`src/rtl/nps_pkg.sv`:
```
package nps_pkg;
  localparam logic [7:0] OP_PAGE_RD   = 8'h00;
  localparam logic [7:0] OP_LOAD      = 8'h80;
  localparam logic [7:0] OP_RAND_IN   = 8'h85;
  localparam logic [7:0] OP_COPY_RD   = 8'h35;
  localparam logic [7:0] OP_CONFIRM   = 8'h10;
  localparam logic [7:0] OP_STATUS    = 8'h70;

  typedef enum logic [4:0] {
    ST_IDLE, ST_SRC_CMD, ST_SRC_ADR, ST_SRC_CNF, ST_SRC_BSY, ST_SRC_RDY,
    ST_DST_CMD, ST_DST_ADR, ST_CHK_CMD, ST_CHK_ADR, ST_DATA,
    ST_PRG_CMD, ST_PRG_BSY, ST_PRG_RDY, ST_STA_CMD, ST_STA_RD, ST_CAPT
  } seq_state_t;
endpackage

```
`src/rtl/nps_fifo.sv`:
```
module nps_fifo #(
  parameter int W  = 8,
  parameter int AW = 4
) (
  input  logic         clk,
  input  logic         rst,
  input  logic         push,
  input  logic [W-1:0] din,
  input  logic         pop,
  output logic [W-1:0] dout,
  output logic         empty
);
  localparam int DEPTH = 1 << AW;

  logic [W-1:0] mem [DEPTH];
  logic [AW-1:0] wp, rp;
  logic [AW:0]   cnt;
  logic do_push, do_pop;

  assign do_push = push && (cnt != (AW+1)'(DEPTH));
  assign do_pop  = pop && (cnt != '0);
  assign empty   = (cnt == '0);
  assign dout    = mem[rp];

  always_ff @(posedge clk) begin
    if (do_push) mem[wp] <= din;
  end

  always_ff @(posedge clk) begin
    if (rst) begin
      wp  <= '0;
      rp  <= '0;
      cnt <= '0;
    end else begin
      if (do_push) wp <= wp + 1'b1;
      if (do_pop)  rp <= rp + 1'b1;
      if (do_push && !do_pop)      cnt <= cnt + 1'b1;
      else if (do_pop && !do_push) cnt <= cnt - 1'b1;
    end
  end


  no_underflow_chk: assert property (@(posedge clk) disable iff (rst) pop |-> !empty);
endmodule

```
`src/rtl/nps_ctrl.sv`:
```
module nps_ctrl
  import nps_pkg::*;
#(
  parameter int NCH_W     = 4,
  parameter int COL_W     = 12,
  parameter int ROW_W     = 24,
  parameter int LEN_W     = 15,
  parameter int PAGE_MAIN = 2048
) (
  input  logic             clk,
  input  logic             rst,
  input  logic             start,
  input  logic             copy_mode,
  input  logic [NCH_W-1:0] num_chunks,
  input  logic [ROW_W-1:0] row_addr,
  input  logic [ROW_W-1:0] src_row,
  input  logic             desc_valid,
  input  logic [COL_W-1:0] desc_col,
  input  logic             desc_spare,
  input  logic [LEN_W-1:0] desc_len,
  output logic             desc_pop,
  input  logic             data_valid,
  input  logic [7:0]       data_word,
  output logic             data_pop,
  input  logic             rb,
  input  logic [7:0]       dq_in,
  output logic             ce,
  output logic             cle,
  output logic             ale,
  output logic             we,
  output logic             re,
  output logic [7:0]       dq_out,
  output logic             busy,
  output logic             done,
  output logic             pass
);
  localparam int ROW_BYTES = (ROW_W + 7) / 8;
  localparam int FULL_CYC  = 2 + ROW_BYTES;
  localparam int CNT_W     = $clog2(FULL_CYC + 1);
  localparam logic [CNT_W-1:0] FULL_LAST = CNT_W'(FULL_CYC - 1);
  localparam logic [CNT_W-1:0] COL_LAST  = CNT_W'(1);

  seq_state_t       state;
  logic [CNT_W-1:0] cnt;
  logic [NCH_W-1:0] chunks_left;
  logic             first, copy_q;
  logic [ROW_W-1:0] row_q, src_q;
  logic [15:0]      col_q;
  logic [LEN_W-1:0] len_q;

  function automatic logic [7:0] addr_byte(input logic [CNT_W-1:0] idx,
                                           input logic [15:0] col,
                                           input logic [ROW_W-1:0] row);
    logic [8*ROW_BYTES-1:0] rp;
    int sel;
    rp  = (8*ROW_BYTES)'(row);
    sel = int'(idx);
    if (sel == 0)      return col[7:0];
    else if (sel == 1) return col[15:8];
    else               return rp[(sel-2)*8 +: 8];
  endfunction

  assign desc_pop = (state == ST_CHK_CMD) && desc_valid;
  assign data_pop = (state == ST_DATA) && data_valid;

  always_ff @(posedge clk) begin
    if (rst) begin
      state <= ST_IDLE; cnt <= '0; chunks_left <= '0; first <= 1'b0; copy_q <= 1'b0;
      row_q <= '0; src_q <= '0; col_q <= '0; len_q <= '0;
      ce <= 1'b0; cle <= 1'b0; ale <= 1'b0; we <= 1'b0; re <= 1'b0; dq_out <= '0;
      busy <= 1'b0; done <= 1'b0; pass <= 1'b0;
    end else begin
      cle <= 1'b0; ale <= 1'b0; we <= 1'b0; re <= 1'b0; done <= 1'b0;
      case (state)
        ST_IDLE: if (start && (copy_mode || num_chunks != '0)) begin
          busy <= 1'b1; copy_q <= copy_mode; chunks_left <= num_chunks;
          row_q <= row_addr; src_q <= src_row; first <= 1'b1;
          state <= copy_mode ? ST_SRC_CMD : ST_CHK_CMD;
        end
        ST_SRC_CMD: begin
          ce <= 1'b1; cle <= 1'b1; dq_out <= OP_PAGE_RD; cnt <= '0; state <= ST_SRC_ADR;
        end
        ST_SRC_ADR: begin
          ale <= 1'b1; dq_out <= addr_byte(cnt, 16'h0000, src_q);
          if (cnt == FULL_LAST) state <= ST_SRC_CNF;
          else cnt <= cnt + 1'b1;
        end
        ST_SRC_CNF: begin cle <= 1'b1; dq_out <= OP_COPY_RD; state <= ST_SRC_BSY; end
        ST_SRC_BSY: if (!rb) state <= ST_SRC_RDY;
        ST_SRC_RDY: if (rb) state <= ST_DST_CMD;
        ST_DST_CMD: begin
          cle <= 1'b1; dq_out <= OP_RAND_IN; cnt <= '0; state <= ST_DST_ADR;
        end
        ST_DST_ADR: begin
          ale <= 1'b1; dq_out <= addr_byte(cnt, 16'h0000, row_q);
          if (cnt == FULL_LAST) begin
            first <= 1'b0;
            state <= (chunks_left == '0) ? ST_PRG_CMD : ST_CHK_CMD;
          end else cnt <= cnt + 1'b1;
        end
        ST_CHK_CMD: if (desc_valid) begin
          ce <= 1'b1; cle <= 1'b1;
          dq_out <= (first && !copy_q) ? OP_LOAD : OP_RAND_IN;
          col_q  <= desc_spare ? (16'(PAGE_MAIN) + 16'(desc_col)) : 16'(desc_col);
          len_q  <= desc_len; cnt <= '0; state <= ST_CHK_ADR;
        end
        ST_CHK_ADR: begin
          ale <= 1'b1; dq_out <= addr_byte(cnt, col_q, row_q);
          if (cnt == (first ? FULL_LAST : COL_LAST)) begin
            first <= 1'b0;
            chunks_left <= chunks_left - 1'b1;
            if (len_q != '0) state <= ST_DATA;
            else if (chunks_left == NCH_W'(1)) state <= ST_PRG_CMD;
            else state <= ST_CHK_CMD;
          end else cnt <= cnt + 1'b1;
        end
        ST_DATA: if (data_valid) begin
          we <= 1'b1; dq_out <= data_word; len_q <= len_q - 1'b1;
          if (len_q == LEN_W'(1)) state <= (chunks_left == '0) ? ST_PRG_CMD : ST_CHK_CMD;
        end
        ST_PRG_CMD: begin cle <= 1'b1; dq_out <= OP_CONFIRM; state <= ST_PRG_BSY; end
        ST_PRG_BSY: if (!rb) state <= ST_PRG_RDY;
        ST_PRG_RDY: if (rb) state <= ST_STA_CMD;
        ST_STA_CMD: begin cle <= 1'b1; dq_out <= OP_STATUS; state <= ST_STA_RD; end
        ST_STA_RD:  begin re <= 1'b1; state <= ST_CAPT; end
        ST_CAPT: begin
          pass <= dq_in[7] & ~dq_in[0];
          done <= 1'b1; busy <= 1'b0; ce <= 1'b0; state <= ST_IDLE;
        end
        default: state <= ST_IDLE;
      endcase
    end
  end


  strobe_onehot_chk: assert property (@(posedge clk) disable iff (rst) $onehot0({cle, ale, we, re}));

  strobe_ce_chk: assert property (@(posedge clk) disable iff (rst) (cle | ale | we | re) |-> ce);

  ce_after_busy_chk: assert property (@(posedge clk) disable iff (rst) $rose(ce) |-> $past(busy));

  confirm_quiet_chk: assert property (@(posedge clk) disable iff (rst)
    (cle && dq_out == OP_CONFIRM) |=> !(cle | ale | we | re));

  done_after_read_chk: assert property (@(posedge clk) disable iff (rst) done |-> $past(re));
endmodule

```
`src/rtl/nand_prog_seq.sv`:
```
module nand_prog_seq #(
  parameter int NCH_W     = 4,
  parameter int COL_W     = 12,
  parameter int ROW_W     = 24,
  parameter int LEN_W     = 15,
  parameter int PAGE_MAIN = 2048,
  parameter int DATA_AW   = 6,
  parameter int DESC_AW   = 2
) (
  input  logic             clk,
  input  logic             rst,
  input  logic             start,
  input  logic             copy_mode,
  input  logic [NCH_W-1:0] num_chunks,
  input  logic [ROW_W-1:0] row_addr,
  input  logic [ROW_W-1:0] src_row,
  input  logic             desc_push,
  input  logic [COL_W-1:0] desc_col,
  input  logic             desc_spare,
  input  logic [LEN_W-1:0] desc_len,
  input  logic             data_push,
  input  logic [7:0]       data_in,
  input  logic             nand_rb,
  input  logic [7:0]       nand_dq_in,
  output logic             nand_ce,
  output logic             nand_cle,
  output logic             nand_ale,
  output logic             nand_we,
  output logic             nand_re,
  output logic [7:0]       nand_dq_out,
  output logic             busy,
  output logic             done,
  output logic             pass
);
  localparam int DESC_W = COL_W + 1 + LEN_W;

  logic [DESC_W-1:0] desc_q;
  logic desc_empty, desc_pop;
  logic [7:0] data_q;
  logic data_empty, data_pop;

  nps_fifo #(.W(DESC_W), .AW(DESC_AW)) u_desc (
    .clk(clk), .rst(rst), .push(desc_push), .din({desc_col, desc_spare, desc_len}),
    .pop(desc_pop), .dout(desc_q), .empty(desc_empty));

  nps_fifo #(.W(8), .AW(DATA_AW)) u_data (
    .clk(clk), .rst(rst), .push(data_push), .din(data_in),
    .pop(data_pop), .dout(data_q), .empty(data_empty));

  nps_ctrl #(.NCH_W(NCH_W), .COL_W(COL_W), .ROW_W(ROW_W), .LEN_W(LEN_W),
             .PAGE_MAIN(PAGE_MAIN)) u_ctrl (
    .clk(clk), .rst(rst), .start(start), .copy_mode(copy_mode),
    .num_chunks(num_chunks), .row_addr(row_addr), .src_row(src_row),
    .desc_valid(!desc_empty), .desc_col(desc_q[DESC_W-1 -: COL_W]),
    .desc_spare(desc_q[LEN_W]), .desc_len(desc_q[LEN_W-1:0]), .desc_pop(desc_pop),
    .data_valid(!data_empty), .data_word(data_q), .data_pop(data_pop),
    .rb(nand_rb), .dq_in(nand_dq_in),
    .ce(nand_ce), .cle(nand_cle), .ale(nand_ale), .we(nand_we), .re(nand_re),
    .dq_out(nand_dq_out), .busy(busy), .done(done), .pass(pass));
endmodule

```
`config.mk`:
```
export PLATFORM = sky130hd
export DESIGN_NAME = nand_prog_seq
export DESIGN_NICKNAME = d
export VERILOG_FILES = /design/src/rtl/nps_pkg.sv /design/src/rtl/nps_fifo.sv /design/src/rtl/nps_ctrl.sv /design/src/rtl/nand_prog_seq.sv
export SDC_FILE = /design/constraint.sdc
export NUM_CORES = 1
export LEC_CHECK = 0
export ABC_AREA = 1
export BUFFER_PORTS_ARGS = -buffer_cell sky130_fd_sc_hd__buf_2
export CAP_MARGIN = 5
export CORE_MARGIN = 1.5
export CORE_UTILIZATION = 40
export CTS_CLUSTER_SIZE = 24
export DETAILED_ROUTE_END_ITERATION = 16
export PLACE_DENSITY_LB_ADDON = 0.05
export SYNTH_ARGS = -nofsm -noshare
export SYNTH_HDL_FRONTEND = slang
export SYNTH_SLANG_ARGS = --single-unit
```
`constraint.sdc`:
```
create_clock -name clk -period 5.8 [get_ports clk]
set_input_delay 0.58 -clock clk [delete_from_list [all_inputs] [get_ports clk]]
set_output_delay 0.58 -clock clk [all_outputs]
set_load 0.05 [all_outputs]
```
Yosys cells after proc, flatten, opt, wreduce, memory -nomap -nowiden
Memory sizes are Yosys's and may differ from the RTL's. A register that Yosys moved wholly into a read port is not among the register bits.
Index checks and enable logic that the tools add are counted.
{"block": "op_classes", "n_div": 0, "eq_ne": 36, "add_sub_neg": 13, "magnitude_cmp": 0, "n_mux": 63, "bitwise_logic": 4, "n_mul": 0, "shift": 2, "n_reduce_logical": 53}
{"cell": "case mux 5 bit (16 select lines)", "count": 1}
{"cell": "case mux 8 bit (10 select lines)", "count": 1}
{"cell": "2-to-1 mux 8 bit", "count": 8}
{"cell": "indexed part select 24 x 32 -> 8 bit", "count": 2}
{"cell": "2-to-1 mux 5 bit", "count": 12}
{"cell": "== test 5 x 4 -> 1 bit (second input constant)", "count": 8}
{"cell": "2-to-1 mux 15 bit", "count": 2}
{"cell": "case mux 15 bit (2 select lines)", "count": 1}
{"cell": "2-to-1 mux 3 bit", "count": 7}
{"cell": "== test 5 x 3 -> 1 bit (second input constant)", "count": 4}
{"cell": "!= test 2 bit (second input constant)", "count": 9}
{"cell": "2-to-1 mux 16 bit", "count": 1}
{"cell": "== test 15 x 1 -> 1 bit (second input constant)", "count": 1}
{"cell": "nonzero test 15 bit", "count": 1}
{"cell": "subtractor 15 x 1 -> 15 bit (second input constant)", "count": 1}
{"cell": "2-to-1 mux 7 bit", "count": 2}
{"cell": "adder 12 x 12 -> 13 bit (first input constant)", "count": 1}
{"cell": "2-to-1 mux 1 bit", "count": 13}
{"cell": "adder 6 x 1 -> 6 bit (second input constant)", "count": 2}
{"cell": "logical AND 1 bit", "count": 12}
{"cell": "2-to-1 mux 4 bit", "count": 3}
{"cell": "2-to-1 mux 6 bit", "count": 2}
{"cell": "case mux 3 bit (4 select lines)", "count": 1}
{"cell": "AND reduction 11 bit", "count": 1}
{"cell": "other kinds (40)", "count": 75}
{"block": "word_totals", "reg_bits": 135, "in_bits": 103, "memories": 2, "elab_cells": 197, "mem_bits_ro": 0, "latch_bits": 0, "ram_bits": 624, "out_inout_bits": 16}
{"memory": "u_data.mem", "depth": 64, "width": 8, "read_ports": 1, "rd_clocked_by_memory_dff": 1, "wr": 1, "line_no": "nps_fifo.sv:15", "rtl": "logic [W-1:0] mem [DEPTH];"}
{"memory": "u_desc.mem", "depth": 4, "width": 28, "read_ports": 1, "rd_clocked_by_memory_dff": 1, "wr": 1, "line_no": "nps_fifo.sv:15"}

Logic depth before layout (Yosys ltp)
{"block": "depth", "word_depth": 7, "depth_mapped": 20, "ltp_nobuf": 20}

Hierarchy
A second synthesis with hierarchy kept.
{"block": "unflattened", "cells_unflattened": 3136, "hier_area_um2": 32612.5}
{"mod": "nps_fifo (u_data)", "instances": 1, "area_each_um2": 22258.8, "cells_each": 1947, "seq_area_each_um2": 15875.2}
{"mod": "nps_ctrl", "instances": 1, "area_each_um2": 5709.2, "cells_each": 847, "seq_area_each_um2": 2122.0}
{"mod": "nps_fifo (u_desc)", "instances": 1, "area_each_um2": 4636.9, "cells_each": 340, "seq_area_each_um2": 3543.4}
{"mod": "nand_prog_seq", "instances": 1, "area_each_um2": 7.5, "cells_each": 2, "seq_area_each_um2": 0.0}

Worst setup path after synthesis
No wires, ideal clock.
{"block": "synth_path", "kind": "flip-flop to flip-flop", "start": "register u_ctrl.state[3]", "end": "register u_data.cnt[6]", "path_stages_with_launch": 21, "period_less_slack_ns": 2.666, "n_path_buf": 0, "path_slack_ns": 3.134, "setup_ns": 0.119, "arrival_ns": 2.546, "path_cell_list": "dfxtp_1 > inv_2 > nor2_4 > inv_2 > nor2_8 > inv_2 > nor2_4 > inv_1 > ha_1 > inv_1 > ha_1 > a21oi_1 > nand2_1 > nand2_1 > nand2_1 > a21oi_1 > nor2_1 > nor2_1 > nand2_1 > o21ai_0 > a21oi_1"}
{"block": "synth_via", "elab_chain_len": 6, "elab_cells_between_ends": 8}
{"element": "from (decl)", "line_no": "nps_ctrl.sv:43", "rtl": "seq_state_t state;"}
{"element": "from (signal assigned)", "line_no": "nps_ctrl.sv:78", "rtl": "state <= copy_mode ? ST_SRC_CMD : ST_CHK_CMD;"}
{"element": "from (signal assigned)", "line_no": "nps_ctrl.sv:98", "rtl": "state <= (chunks_left == '0) ? ST_PRG_CMD : ST_CHK_CMD;"}
{"element": "from (signal assigned)", "line_no": "nps_ctrl.sv:119", "rtl": "if (len_q == LEN_W'(1)) state <= (chunks_left == '0) ? ST_PRG_CMD : ST_CHK_CMD;"}
{"element": "== test 5 x 4 -> 1 bit (*)", "line_no": "nps_ctrl.sv:64", "rtl": "assign data_pop = (state == ST_DATA) && data_valid;"}
{"element": "logical AND 1 bit (*)", "line_no": "nps_ctrl.sv:64"}
{"element": "logical AND 1 bit (*)", "line_no": "nps_fifo.sv:21", "rtl": "assign do_pop = pop && (cnt != '0);"}
{"element": "logical NOT 1 bit", "line_no": "nps_fifo.sv:37", "rtl": "if (do_push && !do_pop) cnt <= cnt + 1'b1;"}
{"element": "logical AND 1 bit", "line_no": "nps_fifo.sv:37"}
{"element": "2-to-1 mux 7 bit / nonzero test 2 bit (equally long branches)"}
{"element": "to (signal assigned)", "line_no": "nps_fifo.sv:37"}
{"element": "to (signal assigned)", "line_no": "nps_fifo.sv:38", "rtl": "else if (do_pop && !do_push) cnt <= cnt - 1'b1;"}
{"element": "to (decl)", "line_no": "nps_fifo.sv:17", "rtl": "logic [AW:0] cnt;"}
Mark *: on every way between the ends. The rest lies on a longest branch, timed or not.
A chain may end at the register's enable or synchronous reset.

Worst setup path in the final report
Ends and elaborated chain as after synthesis.

==> impl_metrics.yaml <==
worst_setup_path:
  path_class: "flip-flop to flip-flop"
  worstPathCellList: "inv_2, nor2_4, inv_2, nor2_8, inv_2, nor2_4, inv_1, ha_1, inv_1, ha_1, a21oi_1, nand2_1, nand2_1, nand2_1, a21oi_1, nor2_1, nor2_1, nand2_1, o21ai_0, a21oi_1"
  cpPeakStageDelay_ns: 0.40
  crit_arrival_ns: 4.12
  worst_r2r_endpoint: "u_data.cnt[6]"
  crit_end: "u_data.cnt[6]"
  rrSetupSlack_ns: 2.20
  critical_path.max_fanout: 26
  r2r-start: "u_ctrl.state[3]"
  cp-start-kind: "flip-flop"
  end_kind: "flip-flop"
  cp_slowest_cell: "dfxtp_1"
  startpoint: "u_ctrl.state[3]"
  crit_top_cell: "nand2_1"
  worst_ep_required_time_ns: 6.32
  reg2reg_depth: 20
placed_design:
  place_area_sq_mm: 0.0333
  gp_congestion: 0.864
  hpwl_um: 49700
  place.port_buffers: 112
synthesis:
  synth-edff-count: 624
  synth_top_area_cell: "edfxtp_1"
  synth.area.top_cells: "edfxtp_1 59%, nand2_1 9.2%, dfxtp_1 8.8%"
  synthArstFlopShare_pct: 0
  netlist_top_cells_count: "784 x nand2_1, 624 x edfxtp_1, 466 x nand3_1"
  syn-mean-instance-area_sq_um: 10.5
  synth-seq-area-share_pct: 67.3
  syn_inst: 3042
  ys_types: 54
  syn_area_sq_mm: 0.0320
  yosysWarnings: 0
  ys_seq_elements: 764
  synth_top_cell_area_share_pct: 58.5
  synthFlopType: "edfxtp_1"
  syn_nets: 3171
  synth.most_common_cell: "nand2_1"
route:
  ant_nets: 0
  wl_per_cell_um: 20.0
  viasPerCell: 5.20
  drcViolationCount: 0
  routed_wl_um: 84600
  vias: 22000
  drt-pass1-iter-count: 7
  drt_iter0_markers: 1439
cts:
  cts_setup_buffers: 0
  clkSlewWorstSetupHoldPaths_ns: 0.06
  ctsResizeCount: 0
  cts-buffers-inserted: 86
  clock_sinks: 764
  root_buffer: "clkbuf_16"
  cts_tree: "built"
  postCtsHoldBufs: 0
  cts_max_path_buffers: 3
  clock_insertion_delay_worst_skew_ns: 0.64
  htreeDepth: 3
die:
  top_level_ports: 119
  start_util_pct: 40.5
  die_h_um: 286
  die_w_um: 286
  die_area_sq_mm: 0.0817
  coreArea_sq_mm: 0.0791
  rows: 103
finish:
  multi_input_area_sq_mm: 0.00913
  fill_cells: 7483
  syn2layout_area_growth_pct: 12.5
  layout.nets: 3236
  stdcell_area_sq_mm: 0.0360
  drive_above_1_share_pct: 10.1
  regArea_sq_mm: 0.0216
sta:
  tightest_slew_ns: 1.14
  slew_viol_final: 0
  period_minus_slack_ns: 3.60
  period_share_pct: 62.1
  slew_headroom_pct: 23.6
  fin_worst_skew_ns: 0.0165
  fin_setup_tns_ns: 0
  rsz0062_at_grt: "no"
  max_freq_ghz: 0.278
  hold_viol: 0
  setup_viol: 0
power_and_ir_drop:
  p_leak_nw: 13.1
  peakVddDrop_uv: 272
  pwr_density_cell_mw_per_mm2: 392
grt:
  grt_pass1_wl_um: 129000
  grt_pass1_vias: 21300
  grtUsageTotal_pct: 20.5
  antenna_found_initial: 2
  grt_max_degree: 169
  gr-total-overflow: 0
outcome:
  status: "complete, no violations"
job:
  cap_violations: 0
min_path:
  worstHoldStart: "desc_col[11]"
  hold_path.class: "input port to flip-flop"
==> layout by cell type (no fill, tap or decap), types with 12 or more instances in the layout <==
master     count
nand2_1      784
buf_2        113
clkinv_1      19
nor2_1       232
nor3_1        13
o21ai_1       20
o22ai_1       18
edfxtp_1     624
a21oi_1      130
dfxtp_1      136
inv_2         20
clkbuf_1      24
inv_1        116
clkinv_2      13
ha_1          24
nand3_1      466
nor2_2        12
clkbuf_16     86
buf_4         32
o21ai_0      185
==> logic make-up (layout without fill, tap and decap cells) <==
family / count (synthesis) / after routing / share of synthesized area (%)
and+or+nand+nor: 1544 / 1544 / 20.7
xor gates and xnor gates: 10 / 10 / 0.274
AOI/OAI and AO/OA: 390 / 390 / 6.49
DFF: 764 / 764 / 67.3
buffers and inverters: 308 / 440 / 4.20
adders and majority gates: 26 / 26 / 1.06
other: 0 / 1 / 0
==> state kept, by name, summed over array words and instances (netlist names), 3 cells and up, named ones only <==
register	count
u_ctrl.chunks_left	4
u_ctrl.cnt	3
u_ctrl.col_q	13
u_ctrl.dq_out	8
u_ctrl.len_q	15
u_ctrl.row_q	24
u_ctrl.src_q	24
u_ctrl.state	5
u_data.cnt	7
u_data.mem	512
u_data.rp	6
u_data.wp	6
u_desc.cnt	3
u_desc.mem	112
==> critical path, delay by kind of cell (launching register included) <==
family          cells  cell delay, ns
flops               1            0.40
simple gates        9            1.22
buf+inv             5            0.79
fa+ha+maj           2            0.57
compound gates      4            0.52
==> how the worst min path moves through the flow <==
stage,endpoint,slack (ns),cells after the start
CTS,u_desc.mem[1][1],0.11,1
global route,u_desc.mem[0][0],0.13,1
detailed placement,u_ctrl.src_q[3],0.44,2
finish,u_desc.mem[1][27],0.15,1
global placement,u_ctrl.src_q[3],0.43,2
floorplan,u_ctrl.src_q[1],0.42,2
==> report_power, final <==
group / internal (W) / switching [W]
clock network: 0.00297 / 0.00217
registers: 0.00629 / 0.000179
logic: 0.000704 / 0.00179
total: 0.00996 / 0.00414
==> layout make-up <==
type | count | area share [%]
Sequential cell | 764 | 59.9
Inverter | 139 | 1.48
Timing Repair Buffer | 146 | 2.29
Clock inverter | 44 | 1.07
Clock buffer | 111 | 6.27
Antenna cell | 1 | 0.00695
Tap cell | 1050 | 3.65
Multi-Input combinational cell | 1970 | 25.4
==> through the flow <==
step                      total power, W  hold WS (ns)  instances  setup WS (ns)  utilization [%]
final                             0.0141         0.155       4225           2.20             45.5
after global routing              0.0148         0.130       4224           1.90             45.5
after CTS                         0.0143         0.105       4223           2.18             45.5
after detailed placement         0.00910         0.440       4068           2.20             42.1
after global placement           0.00905         0.433       4068           2.11             42.1
after floorplan                  0.00831         0.420       3042           3.13                -
==> metal layers <==
| layer | vias up | track usage (%) | part of all wire, % |
|---|---|---|---|
| li1 | 10700 | - | - |
| met1 | 10700 | 27.5 | 45 |
| met2 | 458 | 34.8 | 49 |
| met3 | 110 | 2.75 | 4.0 |
| met4 | 2 | 6.22 | 2.5 |
| met5 | - | 0 | 0.014 |
Power figures use the tool's default switching activity.
